File: config.mk
export PLATFORM = sky130hd
export DESIGN_NAME = tx_frame_timer
export DESIGN_NICKNAME = d
export VERILOG_FILES = /design/src/rtl/tx_frame_pkg.sv /design/src/rtl/tx_ref_edge.sv /design/src/rtl/tx_bit_counter.sv /design/src/rtl/tx_payload_reg.sv /design/src/rtl/tx_frame_timer.sv
export SDC_FILE = /design/constraint.sdc
export NUM_CORES = 1
export LEC_CHECK = 0
export BUFFER_PORTS_ARGS = -buffer_cell sky130_fd_sc_hd__buf_2
export CELL_PAD_IN_SITES_DETAIL_PLACEMENT = 1
export CELL_PAD_IN_SITES_GLOBAL_PLACEMENT = 2
export CORE_MARGIN = 2
export CORE_UTILIZATION = 33
export DETAILED_ROUTE_END_ITERATION = 8
export MAX_ROUTING_LAYER = met4
export PLACE_DENSITY = 0.74
export SLEW_MARGIN = 20
export SYNTH_ARGS = -nofsm -noshare
export SYNTH_HDL_FRONTEND = slang
export SYNTH_SLANG_ARGS = --single-unit
File: constraint.sdc
create_clock -name clk_i -period 2.1 [get_ports clk_i]
set_input_delay 0.21 -clock clk_i [delete_from_list [all_inputs] [get_ports clk_i]]
set_output_delay 0.21 -clock clk_i [all_outputs]
set_load 0.03 [all_outputs]
File: src/rtl/tx_frame_pkg.sv
package tx_frame_pkg;
  localparam int unsigned DS3_BITS_DEF = 4760;
  localparam int unsigned E3_BITS_DEF  = 1536;

  typedef enum logic {MODE_DS3 = 1'b0, MODE_E3 = 1'b1} line_mode_e;

  function automatic int unsigned idx_width(input int unsigned a, input int unsigned b);
    return (a > b) ? $clog2(a) : $clog2(b);
  endfunction
endpackage

File: src/rtl/tx_ref_edge.sv
module tx_ref_edge (
  input  logic clk_i,
  input  logic rst_ni,
  input  logic slave_i,
  input  logic ref_i,
  output logic rise_o
);
  logic ref_q;

  // reference is already in the line-clock domain: one flop suffices
  always_ff @(posedge clk_i or negedge rst_ni) begin
    if (!rst_ni) ref_q <= 1'b0;
    else         ref_q <= ref_i;
  end

  assign rise_o = slave_i & ref_i & ~ref_q;
endmodule

File: src/rtl/tx_bit_counter.sv
module tx_bit_counter #(
  parameter int unsigned DS3_BITS = tx_frame_pkg::DS3_BITS_DEF,
  parameter int unsigned E3_BITS  = tx_frame_pkg::E3_BITS_DEF,
  localparam int unsigned IDX_W   = tx_frame_pkg::idx_width(DS3_BITS, E3_BITS)
) (
  input  logic             clk_i,
  input  logic             rst_ni,
  input  tx_frame_pkg::line_mode_e mode_i,
  input  logic             restart_i,
  input  logic             clr_i,
  output logic [IDX_W-1:0] idx_o,
  output logic             eof_o,
  output logic             realign_o
);
  localparam logic [IDX_W-1:0] DS3_LAST = IDX_W'(DS3_BITS - 1);
  localparam logic [IDX_W-1:0] E3_LAST  = IDX_W'(E3_BITS - 1);

  logic [IDX_W-1:0] cnt_q, cnt_d, last_idx;
  logic             realign_q, realign_d, truncate;

  assign last_idx = (mode_i == tx_frame_pkg::MODE_E3) ? E3_LAST : DS3_LAST;
  assign eof_o    = (cnt_q == last_idx);
  assign truncate = restart_i & ~eof_o;

  always_comb begin
    if (restart_i)             cnt_d = '0;
    else if (cnt_q >= last_idx) cnt_d = '0;
    else                       cnt_d = cnt_q + 1'b1;
  end

  always_comb begin
    if (truncate)   realign_d = 1'b1;
    else if (clr_i) realign_d = 1'b0;
    else            realign_d = realign_q;
  end

  always_ff @(posedge clk_i or negedge rst_ni) begin
    if (!rst_ni) begin
      cnt_q     <= '0;
      realign_q <= 1'b0;
    end else begin
      cnt_q     <= cnt_d;
      realign_q <= realign_d;
    end
  end

  assign idx_o     = cnt_q;
  assign realign_o = realign_q;

  p_step_r2: assert property (@(posedge clk_i) disable iff (!rst_ni)
    (!restart_i && idx_o != last_idx) |=> idx_o == IDX_W'($past(idx_o) + 1'b1));
  p_wrap_r3: assert property (@(posedge clk_i) disable iff (!rst_ni)
    (idx_o == last_idx) |=> idx_o == '0);
  p_eof_single_r4: assert property (@(posedge clk_i) disable iff (!rst_ni)
    eof_o |=> !eof_o);
  p_restart_r5: assert property (@(posedge clk_i) disable iff (!rst_ni)
    restart_i |=> idx_o == '0);
  p_flag_set_r7: assert property (@(posedge clk_i) disable iff (!rst_ni)
    (restart_i && !eof_o) |=> realign_o);
  p_flag_hold_r8: assert property (@(posedge clk_i) disable iff (!rst_ni)
    (realign_o && !clr_i) |=> realign_o);
endmodule

File: src/rtl/tx_payload_reg.sv
module tx_payload_reg #(
  parameter int unsigned PAY_W = 1
) (
  input  logic             clk_i,
  input  logic             rst_ni,
  input  logic [PAY_W-1:0] d_i,
  output logic [PAY_W-1:0] q_o
);
  // data is launched on the falling edge upstream; capture on the rising edge
  for (genvar b = 0; b < PAY_W; b++) begin : g_bit
    always_ff @(posedge clk_i or negedge rst_ni) begin
      if (!rst_ni) q_o[b] <= 1'b0;
      else         q_o[b] <= d_i[b];
    end
  end

  p_capture_r10: assert property (@(posedge clk_i) disable iff (!rst_ni)
    $past(rst_ni) |-> q_o == $past(d_i));
endmodule

File: src/rtl/tx_frame_timer.sv
module tx_frame_timer #(
  parameter int unsigned DS3_BITS = tx_frame_pkg::DS3_BITS_DEF,
  parameter int unsigned E3_BITS  = tx_frame_pkg::E3_BITS_DEF,
  parameter int unsigned PAY_W    = 1,
  localparam int unsigned IDX_W   = tx_frame_pkg::idx_width(DS3_BITS, E3_BITS)
) (
  input  logic             clk_i,
  input  logic             rst_ni,
  input  logic             e3_mode_i,
  input  logic             slave_mode_i,
  input  logic             frame_ref_i,
  input  logic             realign_clr_i,
  input  logic [PAY_W-1:0] pay_i,
  output logic [IDX_W-1:0] bit_idx_o,
  output logic             eof_o,
  output logic             realign_o,
  output logic [PAY_W-1:0] pay_o
);
  logic ref_rise;
  tx_frame_pkg::line_mode_e mode;

  assign mode = e3_mode_i ? tx_frame_pkg::MODE_E3 : tx_frame_pkg::MODE_DS3;

  tx_ref_edge u_edge (
    .clk_i   (clk_i),
    .rst_ni  (rst_ni),
    .slave_i (slave_mode_i),
    .ref_i   (frame_ref_i),
    .rise_o  (ref_rise)
  );

  tx_bit_counter #(.DS3_BITS(DS3_BITS), .E3_BITS(E3_BITS)) u_cnt (
    .clk_i     (clk_i),
    .rst_ni    (rst_ni),
    .mode_i    (mode),
    .restart_i (ref_rise),
    .clr_i     (realign_clr_i),
    .idx_o     (bit_idx_o),
    .eof_o     (eof_o),
    .realign_o (realign_o)
  );

  tx_payload_reg #(.PAY_W(PAY_W)) u_pay (
    .clk_i  (clk_i),
    .rst_ni (rst_ni),
    .d_i    (pay_i),
    .q_o    (pay_o)
  );

  p_master_free_r6: assert property (@(posedge clk_i) disable iff (!rst_ni)
    (!slave_mode_i && !eof_o) |=> bit_idx_o == IDX_W'($past(bit_idx_o) + 1'b1));
  p_flag_quiet_r6: assert property (@(posedge clk_i) disable iff (!rst_ni)
    (!slave_mode_i && !realign_o) |=> !realign_o || realign_o == 1'b0);
endmodule

==> results.toml, run 1 <==
[outcome]
run_status = "completed"

[drt]
dr.pass1.iters = 3
drc = 0
wl_per_cell_microns = 15.3
drt_iter0_markers = 12
wl_microns = 2270
vias_per_cell = 5.21
ant_nets = 0
route.vias.total = 777

[hold_path]
hp-class = "in -> reg"

[sta]
fmax_mhz = 508
drv_slew = 0
post-route-period-util_pct = 93.8
finalClockSkew_ns = 0.00656
min_period_ns = 1.97
worst_slew_pin_slew_ns = 0.527
fin_hold_ws_ns = 0.0546
finalHoldViolations = 0
slew_headroom_pct = 64.7
setup_viol = 0

[power_and_ir_drop]
swShare_pct = 38.8
pwr-share-comb_pct = 31.5
p_per_area_nw_per_um2 = 775
leakage_nw = 0.600
p_int_uw = 569
power_frac_clock_pct = 23.0
vdd_drop_max_v = 0.000538
switchingPower_uw = 361
power.share.sequential_pct = 45.5

[floorplanning]
die_area_sq_um = 3370
io_pins = 23
core_sq_um = 2760
die_y_microns = 58.0
initial_utilization_pct = 34.9
rows = 19
die_x_microns = 58.0

[cells_and_area]
finalNetCount = 134
design_area_sq_um = 1200
layout-drive-gt1-share_pct = 39.0
antenna_cells = 0
final_util_pct = 43.5
area.growth.synth_to_final_pct = 24.5
fillers = 327

[worst_setup_path]
start_kind = "flip-flop"
cp_data_arrival_time_ns = 1.76
critPathKind = "reg -> out"
cp.required_ns = 1.89
path_max_fanout = 4
cp-end-kind = "output port"

[cts]
numCtsBuffers = 3
ctsHtreeMaxLevel = 1
clock_sinks = 16
ctsRootBufferMaster = "clkbuf_4"
max-clock-path-buffers = 2
tritoncts = "yes"
clk_pin_slew_worst_paths_ns = 0.10
clk_latency_ns = 0.30

[global_routing]
grt_pass1_vias = 770
grt_first_pass_wirelength_microns = 3730
antenna_found_initial = 0
grt_use_total_pct = 15.8
grt_max_degree = 17
grt.overflow.total = 0

[synth]
muxShareOfSynthArea_pct = 0
yosysTopAreaCell = "dfrtp_1"
ys_types = 27
synth_top_family_by_area = "simple AND/OR/NAND/NOR gates"
synth_compound_area_share_pct = 7.40
synth.area.top_cells = "dfrtp_1 42%, ha_1 10%, nor3_2 9.4%"
synthSimpleGateAreaFrac_pct = 27.1
synth-xor-area-share_pct = 10.0
synth_top_area_share_pct = 41.6
synth_nets = 102
ys_seq_area_share_pct = 41.6
synthCells = 87
syn_avg_cell_area_sq_um = 11.1
ys_warn_count = 0
synth_area_sq_um = 963
synth-seq-cells = 16
yosys.area_share.adder_pct = 10.4

[placed_design]
hpwl_microns = 1650
place_area_sq_um = 1120
gp_congestion = 0.742
port_buffers = 22

[flow_run]
drv_cap = 0
[cell families after synthesis]
logic type,count (synthesis)
adders and majority gates,8
DFF,16
and+or+nand+nor,38
xor gates and xnor gates,11
AOI/OAI and AO/OA,8
buffers and inverters,6
[flip-flops by register name, summed over array words and instances, names as in the netlist]
signal / count
u_cnt.idx_o: 13
u_cnt.realign_o: 1
u_edge.ref_q: 1
u_pay.q_o: 1
[layout by cell type, fill, tap and decap left out, types with 4 or more instances in the layout]
master    Yosys  final
buf_2         0     21
buf_4         1      5
clkbuf_4      0      4
dfrtp_1      16     16
ha_1          8      8
inv_1         4      4
nand3_1       8      8
nor3_1        7      7
nor3_2        9      9
xnor2_1       9      9
[power groups by stage]
stage | Sequential, mW | Clock (mW) | Combinational [mW]
6_report | 0.423 | 0.214 | 0.293
2_1_floorplan | 0.502 | 0 | 0.121
3_5_place_dp | 0.428 | 0 | 0.290
5_1_grt | 0.435 | 0.241 | 0.322
4_1_cts | 0.424 | 0.223 | 0.294
3_3_place_gp | 0.427 | 0 | 0.285
[area by class of cell]
type / count / area, sq um / area share (%)
well taps: 31 / 38.8 / 3.23
inverters: 4 / 15.0 / 1.25
multi-input cells: 65 / 539 / 44.9
repair buffers: 29 / 170 / 14.2
clock buffers: 4 / 36.3 / 3.02
flip-flops and latches: 16 / 400 / 33.4
[worst paths after layout]
path                                            from                     endpoint  slack [ns]  depth (start not counted)
setup reg to reg           u_cnt.idx_o[10]$_DFF_PN0_     u_cnt.idx_o[3]$_DFF_PN0_        0.19                          5
min in group asynchronous                     rst_ni          u_pay.q_o$_DFF_PN0_        0.35                          2
hold reg to reg               u_edge.ref_q$_DFF_PN0_  u_cnt.realign_o$_DFFE_PN0P_        0.49                          1
max in group asynchronous                     rst_ni     u_cnt.idx_o[0]$_DFF_PN0_        1.48                          2
setup / recovery           u_cnt.idx_o[10]$_DFF_PN0_                        eof_o        0.13                          5
hold / removal                           frame_ref_i       u_edge.ref_q$_DFF_PN0_        0.05                          1
[cells in the mapped netlist (all sizes together)]
master  count
a221oi      1
nor2b       1
dfrtp      16
and4b       1
and4        1
nand2       2
a211o       1
xor2        2
a21o        1
nand4       2
a21boi      1
nor2        2
ha          8
and3        3
a31oi       1
nor4        1
o32ai       1
nor3b       1
nor3       16
xnor2       9
a21oi       1
inv         4
o21ai       1
buf         2
nand3       8
[through the flow]
step                  TNS, ns  cells  worst slack, ns  power [mW]
floorplan                   0     87            0.176       0.623
global placement            0    142           0.0988       0.712
detailed placement          0    142           0.0427       0.718
CTS                         0    148           0.0275       0.941
global route        -0.000980    149        -0.000980       0.998
finish                      0    149            0.130       0.930
[per-layer routing]
metal	part of all wire [%]	vias up	global-route usage (%)	routed length, microns
met5	0	-	-	0
met2	47	16	24.0	1060
met1	48	376	20.6	1090
li1	-	380	-	-
met4	2.4	0	7.97	55
met3	3.1	5	2.01	70
[what timing repair did]
action / 4_1_cts / 5_1_grt
endpoints found under the hold margin: 17 / 0
buffers inserted: 0 / 1
resized for setup: 0 / 3
hold buffers: 2 / 0
endpoints found under the setup margin: 0 / 14
[critical path, stage by stage (launching register included)]
cell	delay, ns
dfrtp_1	0.43
ha_1	0.30
and4b_1	0.22
nand3_1	0.15
nor2_2	0.14
clkbuf_4	0.20
Note: power is estimated with default switching activity, not from simulation.
==> run 2: changes to the inputs <==
- SETUP_SLACK_MARGIN: default -> 0.3
==> results.toml, run 2 (synthesized netlist as in run 1, its figures left out) <==
[worst_setup_path]
critPathKind = "reg -> out"
critPathSlowestCell = "dfrtp_2"
cp.required_ns = 1.89
start_kind = "flip-flop"
cpPeakStageDelay_ns = 0.44
path_cells = "ha_4 -> and4b_1 -> nand3_2 -> nor2_4 -> buf_6"
path_max_fanout = 2
cp-end-kind = "output port"
cp_data_arrival_time_ns = 1.61

[cells_and_area]
finalNetCount = 141
layout-drive-gt1-share_pct = 48.8
design_area_sq_um = 1340
area.growth.synth_to_final_pct = 38.7
largest_reg_flops = 13
final_common_cell = "buf_2"
antenna_cells = 0
layout.cells.most_common_list = "21 x buf_2, 14 x dfrtp_1, 10 x nor3_2, 10 x buf_4, 9 x xnor2_1"

[drt]
vias_per_cell = 5.15
wl_microns = 2440
ant_nets = 0
wl_per_cell_microns = 15.6
route.vias.total = 803
drt_iter0_markers = 20
drc = 0
dr.pass1.iters = 2

[floorplanning]
die_y_microns = 58.0
io_pins = 23
initial_utilization_pct = 34.9
die_x_microns = 58.0
rows = 19
die_area_sq_um = 3370
core_sq_um = 2760

[sta]
post-route-period-util_pct = 86.8
setup_viol = 0
grt_setup_unrepaired = "yes"
finalHoldViolations = 0
fin_setup_tns_ns = 0
min_period_ns = 1.82
slew_headroom_pct = 74.8
fmax_mhz = 549
drv_slew = 0
fin_hold_ws_ns = 0.0242
finalClockSkew_ns = 0.00160
worst_slew_pin_slew_ns = 0.377

[power_and_ir_drop]
leakage_nw = 0.641
fin_total_pwr_uw = 946
power_frac_clock_pct = 21.9
vdd_drop_max_v = 0.000489
swShare_pct = 38.1
power.share.sequential_pct = 43.2
pwr-share-comb_pct = 34.9
p_int_uw = 586
switchingPower_uw = 360
p_per_area_nw_per_um2 = 708

[cts]
clock_sinks = 16
tritoncts = "yes"
clk_pin_slew_worst_paths_ns = 0.10
clk_latency_ns = 0.28
ctsRootBufferMaster = "clkbuf_4"
ctsHtreeMaxLevel = 1
numCtsBuffers = 3
max-clock-path-buffers = 2

[global_routing]
antenna_found_initial = 0
grt_first_pass_wirelength_microns = 4050
grt_pass1_vias = 840
grt.overflow.total = 0
grt_use_total_pct = 16.7
grt_max_degree = 17

[outcome]
run_status = "completed"

[placed_design]
place_area_sq_um = 1130
hpwl_microns = 1760
gp_congestion = 0.827
port_buffers = 22

[flow_run]
drv_cap = 0

[hold_path]
hp-class = "in -> reg"
==> run 2: changes by cell type in the layout (fill, tap and decap cells not counted), moves of 2 or more <==
cell	delta
buf_4	+5
buf_6	+3
dfrtp_1	-2
dfrtp_2	+2
ha_1	-3
ha_4	+3
==> run 2: what timing repair did <==
action	4_1_cts	5_1_grt
buffers inserted	10	0
gates resized for setup	7	4
endpoints found under the hold margin	16	0
hold buffers	1	0
gates cloned	0	0
pin swaps	5	2
setup endpoints to repair	14	14
==> run 2: area by class of cell <==
class	instances	area (sq um)
Multi-Input combinational cell	65	599
Tap cell	31	38.8
Clock buffer	4	36.3
Sequential cell	16	403
Timing Repair Buffer	36	244
Inverter	4	15.0
Fill cell	323	1420
==> run 2: final timing paths <==
path	from	end	slack (ns)	cells past startpoint
worst max-delay path	u_cnt.idx_o[10]$_DFF_PN0_	eof_o	0.28	5
worst min-delay path	pay_i	u_pay.q_o$_DFF_PN0_	0.02	1
worst max register to register	u_cnt.idx_o[10]$_DFF_PN0_	u_cnt.idx_o[12]$_DFF_PN0_	0.35	6
worst min register to register	u_edge.ref_q$_DFF_PN0_	u_cnt.realign_o$_DFFE_PN0P_	0.49	1
max in group asynchronous	rst_ni	u_cnt.idx_o[10]$_DFF_PN0_	1.44	2
min in group asynchronous	rst_ni	u_cnt.realign_o$_DFFE_PN0P_	0.37	2
==> run 2: stage by stage <==
step / util [%] / std cells / setup slack (ns)
2_1_floorplan: - / 87 / 0.339
3_3_place_gp: 41.1 / 141 / 0.0532
3_5_place_dp: 41.1 / 141 / -0.0597
4_1_cts: 47.5 / 156 / 0.266
5_1_grt: 48.5 / 156 / 0.204
6_report: 48.5 / 156 / 0.277
==> run 2: per-layer routing <==
metal | track usage (%) | share of wire (%) | wire (microns) | vias to the layer above
met5 | - | 0 | 0 | -
met2 | 26.5 | 48 | 1170 | 20
met3 | 2.68 | 4.3 | 105 | 4
li1 | - | - | - | 397
met1 | 21.0 | 46 | 1120 | 382
met4 | 7.31 | 2.0 | 48 | 0
==> run 2: power by group through the flow <==
| stage | clock network (mW) | registers [mW] | logic [mW] |
|---|---|---|---|
| global placement | 0 | 0.415 | 0.307 |
| CTS | 0.218 | 0.410 | 0.328 |
| floorplan | 0 | 0.502 | 0.122 |
| detailed placement | 0 | 0.417 | 0.312 |
| global route | 0.227 | 0.419 | 0.359 |
| finish | 0.207 | 0.409 | 0.330 |
==> run 2: critical path: cells and delay by family (launching register included) <==
| kind | cells | cell delay (ns) |
|---|---|---|
| buf+inv | 1 | 0.14 |
| simple gates | 3 | 0.48 |
| flops | 1 | 0.44 |
| fa+ha+maj | 1 | 0.27 |
==> run 3: changes to the inputs <==
- GPL_TIMING_DRIVEN: default -> 0
==> results.toml, run 3 (synthesized netlist as in run 1, its figures left out) <==
[cts]
numCtsBuffers = 3
ctsHtreeMaxLevel = 1
tritoncts = "yes"
ctsRootBufferMaster = "clkbuf_4"
clk_pin_slew_worst_paths_ns = 0.10
clock_sinks = 16
max-clock-path-buffers = 2
clk_latency_ns = 0.29

[sta]
min_period_ns = 1.82
slew_headroom_pct = 74.0
finalHoldViolations = 0
finalClockSkew_ns = 0.00870
fmax_mhz = 549
grt_setup_unrepaired = "yes"
fin_hold_ws_ns = 0.0638
fin_setup_tns_ns = 0
post-route-period-util_pct = 86.7
worst_slew_pin_slew_ns = 0.390
setup_viol = 0
drv_slew = 0

[hold_path]
hold_end = "u_edge.ref_q$_DFF_PN0_"
whs_path_depth = 1
hp-class = "in -> reg"
hp-start = "frame_ref_i"

[global_routing]
grt_use_total_pct = 17.5
grt_first_pass_wirelength_microns = 4250
antenna_found_initial = 0
grt.overflow.total = 0
grt_max_degree = 17
grt_pass1_vias = 824

[worst_setup_path]
cp_data_arrival_time_ns = 2.04
path_max_fanout = 5
r2r_start = "u_cnt.idx_o[10]$_DFF_PN0_"
worst_r2r_endpoint = "u_cnt.idx_o[1]$_DFF_PN0_"
critPathKind = "reg -> reg"
start_kind = "flip-flop"
cp.required_ns = 2.32
r2r_cells = 6
reg2reg_setup_slack_ns = 0.28
cp-end-kind = "flip-flop"

[drt]
wl_microns = 2530
wl_per_cell_microns = 16.4
dr.pass1.iters = 3
route.vias.total = 811
drt_iter0_markers = 18
drc = 0
vias_per_cell = 5.27
ant_nets = 0

[cells_and_area]
final_common_cell = "buf_2"
largest_reg_flops = 13
final_util_pct = 47.1
area.growth.synth_to_final_pct = 34.9
fillers = 331
antenna_cells = 0
finalNetCount = 139
layout-drive-gt1-share_pct = 48.0
layout.cells.most_common_list = "21 x buf_2, 12 x dfrtp_1, 9 x xnor2_1, 8 x nor3_2"

[floorplanning]
initial_utilization_pct = 34.9
die_y_microns = 58.0
die_area_sq_um = 3370
rows = 19
die_x_microns = 58.0
io_pins = 23
core_sq_um = 2760

[outcome]
run_status = "completed"

[flow_run]
drv_cap = 0

[placed_design]
hpwl_microns = 1720
port_buffers = 22
gp_congestion = 0.736

[power_and_ir_drop]
leakage_nw = 0.576
p_per_area_nw_per_um2 = 702
vdd_drop_max_v = 0.000530
## run 3: changes by cell type in the layout (fill, tap and decap cells not counted), sizes merged
| cell | previous run | this run |
|---|---|---|
| buf | 35 | 32 |
| dlygate4sd3 | 1 | 2 |
## run 3: metrics by stage
step	area, sq um	instances	worst slack [ns]	power (mW)
detailed placement	1130	140	0.121	0.726
finish	1300	154	0.279	0.912
floorplan	981	87	0.339	0.625
global route	1300	154	0.197	0.982
global placement	1130	140	0.196	0.714
CTS	1260	153	0.235	0.918
## run 3: worst max path at each step
stage | from | endpoint | slack, ns | cells past startpoint
6_report | u_cnt.idx_o[10]$_DFF_PN0_ | u_cnt.idx_o[1]$_DFF_PN0_ | 0.28 | 6
5_1_grt | u_cnt.idx_o[10]$_DFF_PN0_ | u_cnt.idx_o[1]$_DFF_PN0_ | 0.20 | 6
4_1_cts | u_cnt.idx_o[10]$_DFF_PN0_ | eof_o | 0.23 | 5
3_5_place_dp | e3_mode_i | u_cnt.idx_o[9]$_DFF_PN0_ | 0.12 | 8
3_3_place_gp | e3_mode_i | u_cnt.idx_o[10]$_DFF_PN0_ | 0.20 | 8
2_1_floorplan | u_cnt.idx_o[8]$_DFF_PN0_ | u_cnt.realign_o$_DFFE_PN0P_ | 0.34 | 5
## run 3: routing by layer
metal	GRT usage, %	routed length [microns]	up-vias
li1	-	-	391
met1	22.6	1190	396
met2	27.9	1190	20
met3	3.57	117	4
met4	4.98	27	0
met5	-	0	-
## run 3: cell type report
| class | instances | area (sq um) | share of cell area, % |
|---|---|---|---|
| inverters | 4 | 15.0 | 1.15 |
| well taps | 31 | 38.8 | 2.98 |
| flip-flops and latches | 16 | 405 | 31.2 |
| clock buffers | 4 | 26.3 | 2.02 |
| repair buffers | 32 | 200 | 15.4 |
| multi-input cells | 65 | 592 | 45.5 |
| plain buffers | 2 | 22.5 | 1.73 |
## run 3: worst max-delay path, cell delays in order (launching register included)
cell and delay (ns):
dfrtp_2 0.43, ha_4 0.21, a211o_1 0.31, a221oi_2 0.32, o21ai_4 0.14, buf_6 0.17, nor3b_2 0.16
## run 3: power by group
group / leakage, nW / switching [mW] / internal [mW]
Sequential: 0.204 / 0.0692 / 0.354
Clock: 0.0150 / 0.102 / 0.0739
Combinational: 0.356 / 0.192 / 0.122
Total: 0.576 / 0.363 / 0.549
## run 3: timing repair
action                     CTS  global route
pin swaps                   10             9
setup endpoints to repair   12            14
cloned                       1             0
buffers inserted             7             0
resized for setup           10             5
hold endpoints to repair    16             1
hold buffers                 1             1
